==> config.mk <==
export PLATFORM = sky130hd
export DESIGN_NAME = kbd_scan_top
export DESIGN_NICKNAME = d
export VERILOG_FILES = /design/src/rtl/kbd_pkg.sv /design/src/rtl/kbd_prescaler.sv /design/src/rtl/kbd_scan_ctr.sv /design/src/rtl/kbd_debounce.sv /design/src/rtl/kbd_store.sv /design/src/rtl/kbd_scan_top.sv
export SDC_FILE = /design/constraint.sdc
export NUM_CORES = 1
export LEC_CHECK = 0
export ABC_CLOCK_PERIOD_IN_PS = 7900
export BUFFER_PORTS_ARGS = -buffer_cell sky130_fd_sc_hd__clkbuf_2
export CAP_MARGIN = 20
export CORE_MARGIN = 2
export CORE_UTILIZATION = 50
export DETAILED_ROUTE_END_ITERATION = 7
export PLACE_DENSITY_LB_ADDON = 0.1
export SETUP_SLACK_MARGIN = 0.5
export SYNTH_ARGS = -nofsm -noshare
export SYNTH_HDL_FRONTEND = slang
export SYNTH_HIERARCHICAL = 1
export SYNTH_SLANG_ARGS = --single-unit
==> constraint.sdc <==
create_clock -name clk -period 7.9 [get_ports clk]
set_input_delay 0.395 -clock clk [delete_from_list [all_inputs] [get_ports clk]]
set_output_delay 0.395 -clock clk [all_outputs]
set_load 0.02 [all_outputs]
==> src/rtl/kbd_pkg.sv <==
// Package: shared sizes and the layout of a queued key byte.
// Assumes the matrix is square in powers of two (rows and columns of 2**3).
package kbd_pkg;
    localparam int KB_ROW_W = 3;
    localparam int KB_COL_W = 3;

    typedef struct packed {
        logic                ctrl;
        logic                shift;
        logic [KB_ROW_W-1:0] row;
        logic [KB_COL_W-1:0] col;
    } key_byte_t;
endpackage

==> src/rtl/kbd_prescaler.sv <==
// Clock divider: emits one-cycle step pulses, one every div+1 clocks.
// Assumes div is held constant outside reset.
module kbd_prescaler #(
    parameter int DIV_W = 8
) (
    input  logic             clk,
    input  logic             rst_n,
    input  logic [DIV_W-1:0] div,
    output logic             tick
);
    logic [DIV_W-1:0] cnt_q;

    assign tick = (cnt_q == div);

    // Count clocks, restarting at each step pulse.
    always_ff @(posedge clk) begin
        if (!rst_n)    cnt_q <= '0;
        else if (tick) cnt_q <= '0;
        else           cnt_q <= cnt_q + 1'b1;
    end
endmodule

==> src/rtl/kbd_scan_ctr.sv <==
// Row sequencer: holds the selected row and forms the row drive pattern.
// Assumes the format select is static; the drive is a registered row decoded.
module kbd_scan_ctr #(
    parameter int ROW_W = 3
) (
    input  logic                    clk,
    input  logic                    rst_n,
    input  logic                    tick,
    input  logic                    decoded,
    output logic [ROW_W-1:0]        row,
    output logic [(1<<ROW_W)-1:0]   scan_out
);
    localparam int ROWS = 1 << ROW_W;
    localparam logic [ROW_W-1:0] ROW_ONE = 1;

    // Step to the next row on each pulse, wrapping naturally.
    always_ff @(posedge clk) begin
        if (!rst_n)    row <= '0;
        else if (tick) row <= row + ROW_ONE;
    end

    // Drive either one active-low line or the binary row number.
    always_comb begin
        if (decoded) scan_out = ~(ROWS'(1) << row);
        else         scan_out = ROWS'(row);
    end


    row_step_chk: assert property (@(posedge clk) disable iff (!rst_n)
        tick |=> (row == $past(row) + ROW_ONE));

    row_hold_chk: assert property (@(posedge clk) disable iff (!rst_n)
        !tick |=> $stable(row));
endmodule

==> src/rtl/kbd_debounce.sv <==
// Closure qualifier: keeps last-visit and accepted maps for every switch and
// picks at most one new key per step (lowest column of the visited row).
// Assumes ret_n reflects the currently driven row when tick is high.
module kbd_debounce #(
    parameter int ROW_W = 3,
    parameter int COL_W = 3
) (
    input  logic                  clk,
    input  logic                  rst_n,
    input  logic                  tick,
    input  logic [ROW_W-1:0]      row,
    input  logic [(1<<COL_W)-1:0] ret_n,
    input  logic                  rollover,
    input  logic                  enable,
    output logic                  ev_valid,
    output logic [COL_W-1:0]      ev_col,
    output logic [(1<<COL_W)-1:0] closed
);
    localparam int ROWS = 1 << ROW_W;
    localparam int COLS = 1 << COL_W;

    logic [ROWS-1:0][COLS-1:0] seen_q;
    logic [ROWS-1:0][COLS-1:0] held_q;
    logic [COLS-1:0]           qual;
    logic [COLS-1:0]           ev_mask;

    assign closed = ~ret_n;

    // Find switches closed now and on the last visit, not yet accepted.
    always_comb begin
        qual = closed & seen_q[row] & ~held_q[row];
        if (!rollover && (|held_q)) qual = '0;
        if (!enable || !tick)       qual = '0;
        ev_valid = |qual;
        ev_col   = '0;
        for (int c = COLS - 1; c >= 0; c--) begin
            if (qual[c]) ev_col = COL_W'(c);
        end
        ev_mask = ev_valid ? (COLS'(1) << ev_col) : '0;
    end

    // Record this visit and update the accepted map for the row.
    always_ff @(posedge clk) begin
        if (!rst_n) begin
            seen_q <= '0;
            held_q <= '0;
        end else if (tick) begin
            seen_q[row] <= closed;
            held_q[row] <= (held_q[row] & closed) | ev_mask;
        end
    end


    lockout_chk: assert property (@(posedge clk) disable iff (!rst_n)
        (ev_valid && !rollover) |=> $countones(held_q) == 1);
endmodule

==> src/rtl/kbd_store.sv <==
// Key queue / sensor image: a first-in first-out queue of key bytes in key
// mode, a row-addressed byte array in sensor mode. Assumes DEPTH is a power
// of two not smaller than the row count; clear has priority over writes.
module kbd_store #(
    parameter int DEPTH = 8,
    parameter int W     = 8,
    parameter int ROW_W = 3
) (
    input  logic                       clk,
    input  logic                       rst_n,
    input  logic                       clr,
    input  logic                       sensor,
    input  logic                       push,
    input  logic [W-1:0]               push_data,
    input  logic                       pop,
    input  logic                       sense_wr,
    input  logic [ROW_W-1:0]           sense_row,
    input  logic [W-1:0]               sense_data,
    input  logic [$clog2(DEPTH)-1:0]   sense_addr,
    output logic [W-1:0]               rd_data,
    output logic [$clog2(DEPTH):0]     count,
    output logic                       ovr
);
    localparam int AW    = $clog2(DEPTH);
    localparam int CNT_W = AW + 1;
    localparam logic [CNT_W-1:0] FULL_CNT = CNT_W'(DEPTH);

    logic [DEPTH-1:0][W-1:0] mem_q;
    logic [AW-1:0]           wp_q, rp_q;
    logic                    full, wr_ok, rd_ok;

    assign full  = (count == FULL_CNT);
    assign wr_ok = push && !full && !sensor;
    assign rd_ok = pop && (count != '0) && !sensor;
    assign rd_data = sensor ? mem_q[sense_addr] : mem_q[rp_q];

    // Move pointers and occupancy; latch a lost key as overrun.
    always_ff @(posedge clk) begin
        if (!rst_n || clr) begin
            wp_q  <= '0;
            rp_q  <= '0;
            count <= '0;
            ovr   <= 1'b0;
        end else begin
            if (wr_ok) wp_q <= wp_q + 1'b1;
            if (rd_ok) rp_q <= rp_q + 1'b1;
            count <= count + CNT_W'(wr_ok) - CNT_W'(rd_ok);
            if (push && full && !sensor) ovr <= 1'b1;
        end
    end

    // Write a key byte at the tail, or a row image at its row slot.
    always_ff @(posedge clk) begin
        if (!rst_n || clr) begin
            mem_q <= '0;
        end else if (sensor) begin
            if (sense_wr) mem_q[AW'(sense_row)] <= sense_data;
        end else if (wr_ok) begin
            mem_q[wp_q] <= push_data;
        end
    end


    depth_chk: assert property (@(posedge clk) disable iff (!rst_n)
        count <= FULL_CNT);

    overrun_chk: assert property (@(posedge clk) disable iff (!rst_n)
        (push && full && !sensor && !clr) |=> ovr);

    clear_chk: assert property (@(posedge clk) disable iff (!rst_n)
        clr |=> (count == '0) && !ovr);
endmodule

==> src/rtl/kbd_scan_top.sv <==
// Keyboard matrix scanner top: divider, row sequencer, closure qualifier
// and queue. Assumes mode selects and scan_div change only under reset and
// that ret_n settles to the driven row within one step.
module kbd_scan_top
    import kbd_pkg::*;
#(
    parameter int ROW_W = KB_ROW_W,
    parameter int COL_W = KB_COL_W,
    parameter int DEPTH = 8,
    parameter int DIV_W = 8
) (
    input  logic                      clk,
    input  logic                      rst_n,
    input  logic [DIV_W-1:0]          scan_div,
    input  logic                      decoded_sel,
    input  logic                      rollover_sel,
    input  logic                      sensor_sel,
    input  logic [(1<<COL_W)-1:0]     ret_n,
    input  logic                      shift_in,
    input  logic                      ctrl_in,
    input  logic                      rd_en,
    input  logic                      clr,
    input  logic [$clog2(DEPTH)-1:0]  sense_addr,
    output logic [(1<<ROW_W)-1:0]     scan_out,
    output logic [2+ROW_W+COL_W-1:0]  rd_data,
    output logic [$clog2(DEPTH):0]    fifo_count,
    output logic                      irq,
    output logic                      overrun
);
    localparam int COLS   = 1 << COL_W;
    localparam int CODE_W = 2 + ROW_W + COL_W;

    logic               tick, ev_valid, push;
    logic [ROW_W-1:0]   row;
    logic [COL_W-1:0]   ev_col;
    logic [COLS-1:0]    closed;
    logic [CODE_W-1:0]  code;

    kbd_prescaler #(.DIV_W(DIV_W)) u_div (
        .clk(clk), .rst_n(rst_n), .div(scan_div), .tick(tick));

    kbd_scan_ctr #(.ROW_W(ROW_W)) u_scan (
        .clk(clk), .rst_n(rst_n), .tick(tick), .decoded(decoded_sel),
        .row(row), .scan_out(scan_out));

    kbd_debounce #(.ROW_W(ROW_W), .COL_W(COL_W)) u_deb (
        .clk(clk), .rst_n(rst_n), .tick(tick), .row(row), .ret_n(ret_n),
        .rollover(rollover_sel), .enable(!sensor_sel),
        .ev_valid(ev_valid), .ev_col(ev_col), .closed(closed));

    // Assemble the key byte: control, shift, row, column.
    assign code = {ctrl_in, shift_in, row, ev_col};
    assign push = ev_valid;

    kbd_store #(.DEPTH(DEPTH), .W(CODE_W), .ROW_W(ROW_W)) u_store (
        .clk(clk), .rst_n(rst_n), .clr(clr), .sensor(sensor_sel),
        .push(push), .push_data(code), .pop(rd_en),
        .sense_wr(tick), .sense_row(row), .sense_data(CODE_W'(closed)),
        .sense_addr(sense_addr), .rd_data(rd_data), .count(fifo_count),
        .ovr(overrun));

    assign irq = (fifo_count != '0);


    onehot_drive_chk: assert property (@(posedge clk) disable iff (!rst_n)
        decoded_sel |-> $onehot(~scan_out));

    irq_raise_chk: assert property (@(posedge clk) disable iff (!rst_n)
        (push && !clr && !sensor_sel) |=> irq);

    sensor_quiet_chk: assert property (@(posedge clk) disable iff (!rst_n)
        sensor_sel |=> !irq);
endmodule

# Yosys cells after proc, flatten, opt, wreduce, memory -nomap -nowiden
# Index checks and enable logic that the tools add are counted.
[word_totals] word_cells=109 output_inout_bits=22 register_bits=214 in_bits=28
[classes] n_addsub=6 n_mux=32 eq_ne=3 reduce_logical=22 bitwise=8 n_lt_le_gt_ge=6 shifts=2
[op_table] op="$bwmux 64" n=4
[op_table] op="$mux 64" n=3
[op_table] op="$bmux 8 s3" n=4
[op_table] op="$mux 8" n=11
[op_table] op="$reduce_or 64->1" n=1
[op_table] op="$demux 8 s3" n=2
[op_table] op="$and 8x8->8" n=3
[op_table] op="$mux 3" n=8
[op_table] op="$not 8->8" n=3
[op_table] op="$lt 3x4->1 const B" n=4
[op_table] op="$shl 1x3->8 const A" n=2
[op_table] op="$add 3x1->3 const B" n=3
[op_table] op="$logic_and 1x1->1" n=9
[op_table] op="$add 8x1->8 const B" n=1
[op_table] op="$eq 8x8->1" n=1
[op_table] op="$or 8x8->8" n=1
[op_table] op="$reduce_or 8->1" n=1
[op_table] op="$ge 3x1->1 const B" n=2
[op_table] op="$logic_not 1->1" n=5
[op_table] op="$add 4x1->4" n=1
[op_table] op="$eq 4x4->1 const B" n=1
[op_table] op="$reduce_bool 4->1" n=1
[op_table] op="$sub 4x1->4" n=1
[op_table] op="$logic_or 1x1->1" n=2
[op_table] op="5 further kinds" n=5

# Logic depth before layout (Yosys ltp)
[depth] ltp_word=18 mapped_depth=20

# Hierarchy
# The synthesis kept the hierarchy.
[by_module_without_submodules] module="kbd_debounce" area_each_um2=6118.4 cells_per_inst=621 n_inst=1
[by_module_without_submodules] module="kbd_store" area_each_um2=4703.3 cells_per_inst=494 n_inst=1
[by_module_without_submodules] module="kbd_prescaler" area_each_um2=467.9 cells_per_inst=46 n_inst=1
[by_module_without_submodules] module="kbd_scan_ctr" area_each_um2=242.7 cells_per_inst=29 n_inst=1
[by_module_without_submodules] module="kbd_scan_top" area_each_um2=11.3 cells_per_inst=2 n_inst=1

# Worst setup path after synthesis
# Ideal clock, no wire load.
[synth_path] kind="register to register" from="register u_scan.row[0]" to="register u_store.count[2]" n_path_buf=1 arrival_ps=3684 required_time_ps=7772 slack_ps=4089 setup_time_ps=128 stages_incl_launch_ff=16 synth_period_minus_slack_ps=3811 cell_sequence="dfxtp_1 buf_6 mux4_1 or3b_1 a211oi_1 o21a_1 a21oi_1 nand2_1 nor2b_1 nand2_1 ha_1 inv_1 ha_1 fa_1 xnor2_1 nor2_1"
[synth_via] elab_chain_cells=11
[synth_rtl] item="start: declaration" line_no="kbd_scan_ctr.sv:10" text="output logic [ROW_W-1:0] row,"
[synth_rtl] item="start signal: assignment" line_no="kbd_scan_ctr.sv:19" text="else if (tick) row <= row + ROW_ONE;"
[synth_rtl] item="$bmux 8 s3" line_no="kbd_debounce.sv:31" text="qual = closed & seen_q[row] & ~held_q[row];"
[synth_rtl] item="$mux 8 (implied by the code)" line_no="kbd_debounce.sv:31"
[synth_rtl] item="$and 8x8->8 or $not 8->8 (tied branches)" line_no="kbd_debounce.sv:31"
[synth_rtl] item="$and 8x8->8 *" line_no="kbd_debounce.sv:31"
[synth_rtl] item="$mux 8 *" line_no="kbd_debounce.sv:32" text="if (!rollover && (|held_q)) qual = '0;"
[synth_rtl] item="$mux 8 *" line_no="kbd_debounce.sv:33" text="if (!enable || !tick) qual = '0;"
[synth_rtl] item="$reduce_or 8->1 *" line_no="kbd_debounce.sv:34" text="ev_valid = |qual;"
[synth_rtl] item="via ev_valid" line_no="kbd_scan_top.sv:33" text="logic tick, ev_valid, push;"
[synth_rtl] item="$logic_and 1x1->1 * (2 in series)" line_no="kbd_store.sv:33" text="assign wr_ok = push && !full && !sensor;"
[synth_rtl] item="$add 4x1->4 *" line_no="kbd_store.sv:47" text="count <= count + CNT_W'(wr_ok) - CNT_W'(rd_ok);"
[synth_rtl] item="$sub 4x1->4 *" line_no="kbd_store.sv:47"
[synth_rtl] item="end signal: assignment" line_no="kbd_store.sv:47"
[synth_rtl] item="end: declaration" line_no="kbd_store.sv:21" text="output logic [$clog2(DEPTH):0] count,"
# The timed path passes the listed nets; every way through them passes the cells marked *. The select of a mux whose other input is x is not followed.
# A chain may end at the register's enable or synchronous reset.

# Final worst setup path
# Same ends and word-level chain as after synthesis.

==> summary.txt <==
Yosys
  • Synth Register Bits: ~210
  • Mapped cell area: about 0.012 sq mm
  • Seq/Total Area, Yosys: approximately 37%
  • Synth Warn #: 6
  • Mapped Cells: 1,192
  • Post-synth top area cell: dfxtp_1
  • Top cell types by occurrence after synthesis: dfxtp_1, nand2_1, nor2_1
  • Synthesized Nets: around 1,200
  • Post-synth EDFFs: 0
  • Share of the synthesized area in the top cell type: between 30% and 40%
  • Synth cell types: 75
  • Main flop type after synthesis: dfxtp_1
  • Top post-synthesis cells by area: dfxtp_1, mux4_2, o211a_1
  • Mean Syn Cell Area: 9.68 sq um
  • Most numerous cell in the Yosys netlist: dfxtp_1
  • Ys async rst share: 0%

Worst hold path
  • Worst Hold Class: in2reg
  • Worst Hold End: u_deb/seen_q[53]
  • Hold depth: 3
  • Hold path startpoint: ret_n[5]

Timing
  • Worst slew pin tran: between 1000 and 1500 ps
  • TNS Setup: 0 ps
  • Final Skew: ~10 ps
  • Final setup margin: between 3000 and 4000 ps
  • Final setup viols: 0
  • F_max: just over 200 MHz
  • Minimum clock period: 4810 ps
  • Slew HR: about 24%
  • Final worst-path cycle share: about three fifths
  • Final max-slew violation count: 0
  • RSZ-0062 raised after global routing: no
  • Final Hold Violating Endpoints: 0

Pwr
  • Sw frac: a little under a quarter
  • Power per cell area: approximately 180 mW/mm^2
  • Leak: roughly 5.3 nW
  • Sequential share of power: between 40% and 50%
  • Clk pwr share: 49.3%
  • NetSw: roughly 540 uW
  • Pint: 1.80 mW
  • Comb pwr share: roughly 4.2%
  • Max VDD drop: 0.167 mV

Setup path
  • Critical path's slowest cell: dfxtp_4
  • R2R Setup Slk: between 3000 and 4000 ps
  • CP bufs+invs: 2
  • Critical path, cell by cell: buf_4 > mux4_1 > or3b_1 > a211oi_1 > o21a_1 > a21oi_1 > nand2_1 > nor2b_1 > nand2_1 > ha_1 > inv_1 > ha_1 > fa_1 > xnor2_1 > nor2_1
  • Req. time, crit path: between 8000 and 9000 ps
  • Largest delay share family, worst path: simple AND/OR/NAND/NOR gates
  • Crit-path max FO: 41
  • Worst reg2reg path startpoint: u_scan/row[0]
  • Crit path capture type: register
  • CP peak stage delay: 670 ps
  • FF-to-FF path depth: 15
  • CP startpoint kind: register
  • Worst Path Arrival: about 5200 ps
  • Reg2Reg Capture Point: u_store/count[2]
  • Critical path type: reg2reg

Die
  • Die height: about 160 um
  • Row cnt: 55
  • Core ar.: roughly 0.023 sq mm
  • Initial Util: approximately half
  • Die area: 0.0243 sq mm
  • IO Count: 50
  • Die Wd: about 160 um

Placement
  • Input/output buffers: between 40 and 50
  • Dpl ws: between 3000 and 4000 ps
  • HPWL Detailed: about 21,000 um
  • GP Congestion: 0.867

Status
  • Status: completed

Global routing
  • Initial antenna violation count: 1
  • First-pass GRT wire length: a little under 50,000 um
  • Largest net degree at the start of global routing: 79
  • Vias in the first global route: 8,791
  • GRT Total Usage: ~26%
  • Total grt overflow: 0

Drt
  • Via count: slightly above 9,000
  • Routed wire per std cell: approximately 21 um
  • DRC: 0
  • Via-to-Cell Ratio: 6.30
  • DRT Wirelength: ~31,000 um
  • 1st-iter DRT viols: approximately 770
  • Final ANT Viol Nets: 0
  • Drt pass-1 iters: 5

Clocking
  • Sink Count: around 210
  • H-tree Lvls: 1
  • Reg clk slew, reported paths: around 60 ps
  • Number of setup buffers added after CTS: 0
  • Post-CTS sizing: 0
  • CTS Hold Bufs: 0
  • Skew-Pair Late Insertion Delay: 530 ps
  • Num CTS Buffers: 25
  • Clock Tree Root: clkbuf_16
  • Clock tree buffer depth: 3
  • CTS tree: done

Final layout
  • Area growth syn-to-layout: 9.18%
  • Ant diodes: 0
  • Fillcell total: ~2,000
  • Layout Nets: approximately 1,200
  • Share of cells above drive strength 1: 17.0%

Run
  • Max-cap viol count: 0
[worst min-delay path: cells and delay by family]
kind,cells,cell delay (ps)
compound gates,1,130
simple gates,1,90
buf+inv,1,180
[how the worst max path moves through the flow]
stage	slack [ps]	cells past startpoint	startpoint	endpoint
final	3090	15	u_scan/row[0]	u_store/count[2]
after global routing	2700	16	u_scan/row[0]	u_store/count[2]
after CTS	3080	15	u_scan/row[0]	u_store/count[2]
after detailed placement	3090	15	u_scan/row[0]	u_store/count[2]
after global placement	3220	15	u_scan/row[0]	u_store/count[2]
after floorplan	4090	15	u_scan/row[0]	u_store/count[2]
[state kept, by name, indices dropped and copies added (netlist names), 3 cells and up]
| signal | cells |
|---|---|
| u_deb/held_q | 64 |
| u_deb/seen_q | 64 |
| u_div/cnt_q | 8 |
| u_scan/row | 3 |
| u_store/count | 4 |
| u_store/mem_q | 64 |
| u_store/rp_q | 3 |
| u_store/wp_q | 3 |
[cells by family after synthesis]
| kind of cell | share of synthesized area (%) |
|---|---|
| buffers and inverters | 5.69 |
| xor gates and xnor gates | 1.29 |
| muxes | 14.2 |
| AOI/OAI and AO/OA | 24.6 |
| adders and majority gates | 1.80 |
| DFF | 37.1 |
| and+or+nand+nor | 15.3 |
[layout make-up]
| class | instances | area [sq um] | area share (%) |
|---|---|---|---|
| Sequential cell | 214 | 4290 | 34.0 |
| Clock inverter | 10 | 113 | 0.893 |
| Timing Repair Buffer | 65 | 368 | 2.92 |
| Clock buffer | 35 | 703 | 5.58 |
| Multi-Input combinational cell | 824 | 6630 | 52.6 |
| Inverter | 38 | 143 | 1.13 |
| Tap cell | 285 | 357 | 2.83 |
[layout by cell type (no fill, tap or decap), types with 20 or more instances in the layout]
cell type	synthesis	layout
o211a_1	90	90
a21oi_1	20	20
o21ai_0	37	37
dfxtp_1	214	211
nand2_1	109	109
a22oi_1	65	65
a31oi_1	28	28
clkbuf_2	0	48
inv_1	38	38
mux2i_1	22	22
mux4_2	50	50
nor2_1	108	102
clkbuf_16	0	25
a211oi_1	60	60
[routing by layer]
metal  up-vias  track usage [%]  routed length (um)
met5         -                0                  13
met4         2             7.78                 764
met3        55             3.50                1530
met2       275             43.1               14900
met1      4461             34.2               13900
li1       4472                -                   -
[through the flow]
| stage | hold WS (ps) | cell area (sq um) | cells | util (%) | total power [mW] |
|---|---|---|---|---|---|
| after floorplan | 464 | 11500 | 1192 | - | 1.18 |
| after global placement | 472 | 11800 | 1425 | 52.0 | 1.20 |
| after detailed placement | 478 | 11800 | 1425 | 52.0 | 1.21 |
| after CTS | 297 | 12600 | 1470 | 55.6 | 2.36 |
| after global routing | 330 | 12600 | 1471 | 55.7 | 2.41 |
| final | 310 | 12600 | 1471 | 55.7 | 2.33 |
[power groups by stage]
stage | clock (mW) | sequential, mW | combinational, mW
2_1_floorplan | 0 | 1.11 | 0.0702
3_3_place_gp | 0 | 1.11 | 0.0970
3_5_place_dp | 0 | 1.11 | 0.0978
4_1_cts | 1.17 | 1.08 | 0.0978
5_1_grt | 1.22 | 1.08 | 0.106
6_report | 1.15 | 1.08 | 0.0978
Note: power is estimated with default switching activity, not from simulation.
